$ cat config.mk
export PLATFORM = sky130hd
export DESIGN_NAME = ibus_arbiter
export DESIGN_NICKNAME = d
export VERILOG_FILES = /design/src/rtl/ibus_pkg.sv /design/src/rtl/ibus_req_decode.sv /design/src/rtl/ibus_rx_qual.sv /design/src/rtl/ibus_arbiter.sv
export SDC_FILE = /design/constraint.sdc
export NUM_CORES = 1
export LEC_CHECK = 0
export ABC_AREA = 1
export BUFFER_PORTS_ARGS = -buffer_cell sky130_fd_sc_hd__buf_2
export CORE_AREA = 2 2 39 41
export CTS_CLUSTER_SIZE = 40
export DETAILED_ROUTE_END_ITERATION = 8
export DIE_AREA = 0 0 41 43
export PLACE_DENSITY = 0.49
export RECOVER_POWER = 50
export SLEW_MARGIN = 20
export SYNTH_ARGS = -nofsm -noshare
export SYNTH_HDL_FRONTEND = slang
export SYNTH_HIERARCHICAL = 1
export SYNTH_SLANG_ARGS = --single-unit
$ cat constraint.sdc
create_clock -name clk -period 1.3 [get_ports clk]
set_clock_uncertainty 0.2 [all_clocks]
set_input_delay 0.39 -clock clk [delete_from_list [all_inputs] [get_ports clk]]
set_output_delay 0.39 -clock clk [all_outputs]
set_load 0.03 [all_outputs]
$ cat src/rtl/ibus_pkg.sv
package ibus_pkg;

   typedef enum logic {
      ARB_INTERNAL = 1'b0,
      ARB_EXTERNAL = 1'b1
   } arb_mode_e;

   typedef struct packed {
      logic ack_n;
      logic col_n;
   } bus_ctl_t;

   localparam bus_ctl_t BUS_CTL_IDLE = '{ack_n: 1'b1, col_n: 1'b1};

endpackage

$ cat src/rtl/ibus_req_decode.sv
module ibus_req_decode #(
   parameter int NUM_DEV = 4
) (
   input  logic [NUM_DEV-1:0] req,
   output logic               single,
   output logic               multi
);

   logic any_req;
   logic at_most_one;

   // one-hot test: clearing the lowest set bit must leave nothing behind
   always_comb begin
      any_req     = |req;
      at_most_one = ((req & (req - NUM_DEV'(1))) == '0);
      single      = any_req && at_most_one;
      multi       = any_req && !at_most_one;
   end

endmodule

$ cat src/rtl/ibus_rx_qual.sv
module ibus_rx_qual #(
   parameter int NUM_DEV = 4
) (
   input  logic               ack_active,
   input  logic [NUM_DEV-1:0] req_seen,
   output logic [NUM_DEV-1:0] capture
);

   genvar g;
   generate
      for (g = 0; g < NUM_DEV; g++) begin : g_dev
         assign capture[g] = ack_active & ~req_seen[g];
      end
   endgenerate

endmodule

$ cat src/rtl/ibus_arbiter.sv
module ibus_arbiter
   import ibus_pkg::*;
#(
   parameter int NUM_DEV = 4
) (
   input  logic               clk,
   input  logic               rst_n,
   input  logic               ext_arb_mode,
   input  logic [NUM_DEV-1:0] req_i,
   input  logic               ext_ack_n_i,
   input  logic               ext_col_n_i,
   output logic               ack_n_o,
   output logic               col_n_o,
   output logic [NUM_DEV-1:0] rx_capture_o
);

   initial begin
      if (NUM_DEV < 2) $error("ibus_arbiter: NUM_DEV must be at least 2");
   end

   arb_mode_e mode;
   logic      one_req;
   logic      many_req;
   bus_ctl_t  ctl_next;
   bus_ctl_t  ctl_q;
   logic [NUM_DEV-1:0] req_q;

   assign mode = arb_mode_e'(ext_arb_mode);

   ibus_req_decode #(.NUM_DEV(NUM_DEV)) u_decode (
      .req    (req_i),
      .single (one_req),
      .multi  (many_req)
   );

   always_comb begin
      if (mode == ARB_EXTERNAL) begin
         ctl_next.ack_n = ext_ack_n_i;
         ctl_next.col_n = ext_col_n_i;
      end else begin
         ctl_next.ack_n = ~one_req;
         ctl_next.col_n = ~many_req;
      end
   end

   always_ff @(posedge clk) begin
      if (!rst_n) begin
         ctl_q <= BUS_CTL_IDLE;
         req_q <= '0;
      end else begin
         ctl_q <= ctl_next;
         req_q <= req_i;
      end
   end

   assign ack_n_o = ctl_q.ack_n;
   assign col_n_o = ctl_q.col_n;

   ibus_rx_qual #(.NUM_DEV(NUM_DEV)) u_rxq (
      .ack_active (~ctl_q.ack_n),
      .req_seen   (req_q),
      .capture    (rx_capture_o)
   );

   assert_single_grant_R1: assert property (@(posedge clk) disable iff (!rst_n)
      (!ext_arb_mode && $onehot(req_i)) |=> (!ack_n_o && col_n_o));

   assert_multi_collide_R2: assert property (@(posedge clk) disable iff (!rst_n)
      (!ext_arb_mode && ($countones(req_i) > 1)) |=> (ack_n_o && !col_n_o));

   assert_idle_quiet_R3: assert property (@(posedge clk) disable iff (!rst_n)
      (!ext_arb_mode && (req_i == '0)) |=> (ack_n_o && col_n_o));

   assert_rx_excludes_owner_R5: assert property (@(posedge clk) disable iff (!rst_n)
      (!ext_arb_mode && $onehot(req_i)) |=> ((rx_capture_o & $past(req_i)) == '0));

   assert_ext_follow_R6: assert property (@(posedge clk) disable iff (!rst_n)
      ext_arb_mode |=> (ack_n_o == $past(ext_ack_n_i) && col_n_o == $past(ext_col_n_i)));

endmodule

==> metrics.csv <==
metric;value;unit
outcome;finished with violations;
violations;negative setup slack;
drt_pass1_iterations;2;
p_switching;130;uW
hold_path_class;in -> reg;
p_comb_frac;0.237;
start_kind;flip-flop;
grt_pass1_vias;228;
fin_nets;70;
critical_path.cell_chain;inv_2 > inv_4 > nor2_4 > buf_6;
start_util;0.188;
cts_hold_buf;0;
n_antenna_cell;0;
fin_crit_sh;1.12;
grt_max_degree;7;
drc;0;
die_area;1760;um2
dp_hpwl;416;um
ios;15;
final_area;438;um2
maxCapViolCount;0;
grt_pass1_wl;676;um
leakage;0.000256;uW
period_needed;1.46;ns
htree_levels;1;
rows;14;
arrival;0.87;ns
synth_top_cell_area_share;0.462;
drt_wl_total;462;um
setup_viol;5;
pwr-share-clk;0.337;
cp-end-kind;primary output;
clock.fmax;685;MHz
antenna_found_initial;0;
dpl_cell_area;387;um2
root_buffer;clkbuf_4;
syn_area;260;um2
clockBufferDepth;2;
drtAntennaViolNets;0;
dp_slack;-0.0468;ns
coreArea;1380;um2
rsz0062_at_grt;true;
clock-sinks;6;
p_sw_frac;0.271;
die_w;41;um
drt_iter0_markers;1;
post-route-util;0.316;
worstSetupPathType;reg -> out;
slowest_delay;0.31;ns
via_per_inst;3.64;
vias;273;
fin_tns_setup;-0.665;ns
netlist_instances;40;
slew_viol_final;0;
synth_nets;49;
ys_warn_count;6;
ys_types;7;
worstPathRequired;0.71;ns
seq_power_share;0.426;
tightest_slew;0.224;ns
die_y;43;um
avgRoutedWirePerCell;6.16;um
synthToLayoutAreaGrowth;68.3;%
port_buffers;14;
gp_congestion;0.677;
p_per_area;1090;nW/um2
peakVddDrop;0.000238;V
syn_avg_cell_area;6.51;um2
cp_max_fo;4;
grt_overflow;0;
timing.final.ws_setup;-0.159;ns
p_int;349;uW
cts_buffers;3;
slew_headroom;0.850;
clk_pin_slew;0.04;ns
yosysSeqAreaShare;0.462;
synth.area.top_cells;dfxtp_1, nand2_1, inv_1, nor2_2, nand3_1;
hold_viol;0;
cts_tree;yes;
drive_gt1_frac;0.424;
cpMaxStageDelayCell;dfxtp_2;
grt_usage;0.0643;
synth_top_area_cell;dfxtp_1;
ys_ff_latch;6;
[cell usage in the layout (no fill, tap or decap), drive strengths merged]
master	instances
nand2	15
clkbuf	4
inv	11
nand3	2
buf	15
nor2	6
dfxtp	6
[layout make-up]
class	instances	area (um2)
Clock buffer	3	22.5
Fill cell	157	946
Timing Repair Buffer	16	111
Tap cell	16	20.0
Multi-Input combinational cell	23	119
Sequential cell	6	121
Inverter	11	43.8
[critical path: cells and delay by family (launching register included)]
kind / cells / cell delay, ns
buffers and inverters: 3 / 0.25
and+or+nand+nor: 1 / 0.08
DFF: 1 / 0.31
[flip-flops by register name, summed over array words and instances (netlist names)]
register / flops
ack_n_o: 1
req_q: 4
col_n_o: 1
[metrics by stage]
stage          total power [uW]  cells  hold WS (ns)
3_3_place_gp                306     72         0.407
2_1_floorplan               270     40         0.274
6_report                    478     75         0.162
5_1_grt                     508     75         0.173
3_5_place_dp                307     72         0.406
4_1_cts                     492     75         0.153
[power groups by stage]
| stage | clock [uW] | combinational, uW | sequential [uW] |
|---|---|---|---|
| 2_1_floorplan | 0 | 53.9 | 216 |
| 3_5_place_dp | 0 | 101 | 207 |
| 6_report | 161 | 113 | 204 |
| 4_1_cts | 172 | 115 | 204 |
| 5_1_grt | 178 | 127 | 204 |
| 3_3_place_gp | 0 | 99.4 | 206 |
[synthesized netlist by cell type (all sizes together)]
cell type and n:
nand2 15, inv 11, dfxtp 6, nor2 6, nand3 2
[layer usage]
layer	part of all wire	track usage	vias up
met1	0.29	0.0257	118
met3	0.043	0	0
met2	0.66	0.119	6
li1	-	-	149
met4	0	0.120	0
met5	0	0	-
[cells by family after synthesis]
family,synth area share
AND/OR/NAND/NOR,0.380
buffers and inverters,0.159
flip-flops,0.462
[what timing repair did]
action / 4_1_cts / 5_1_grt
setup buffers: 0 / 0
cloned: 0 / 0
setup endpoints to repair: 6 / 5
gates resized for setup: 11 / 0
[final timing paths]
path,start,endpoint,slack (ns),depth (start not counted)
max,ack_n_o$_SDFF_PN1_,rx_capture_o[0],-0.16,4
min,ext_ack_n_i,ack_n_o$_SDFF_PN1_,0.16,3
No activity file was read; power rests on OpenSTA's default activity.
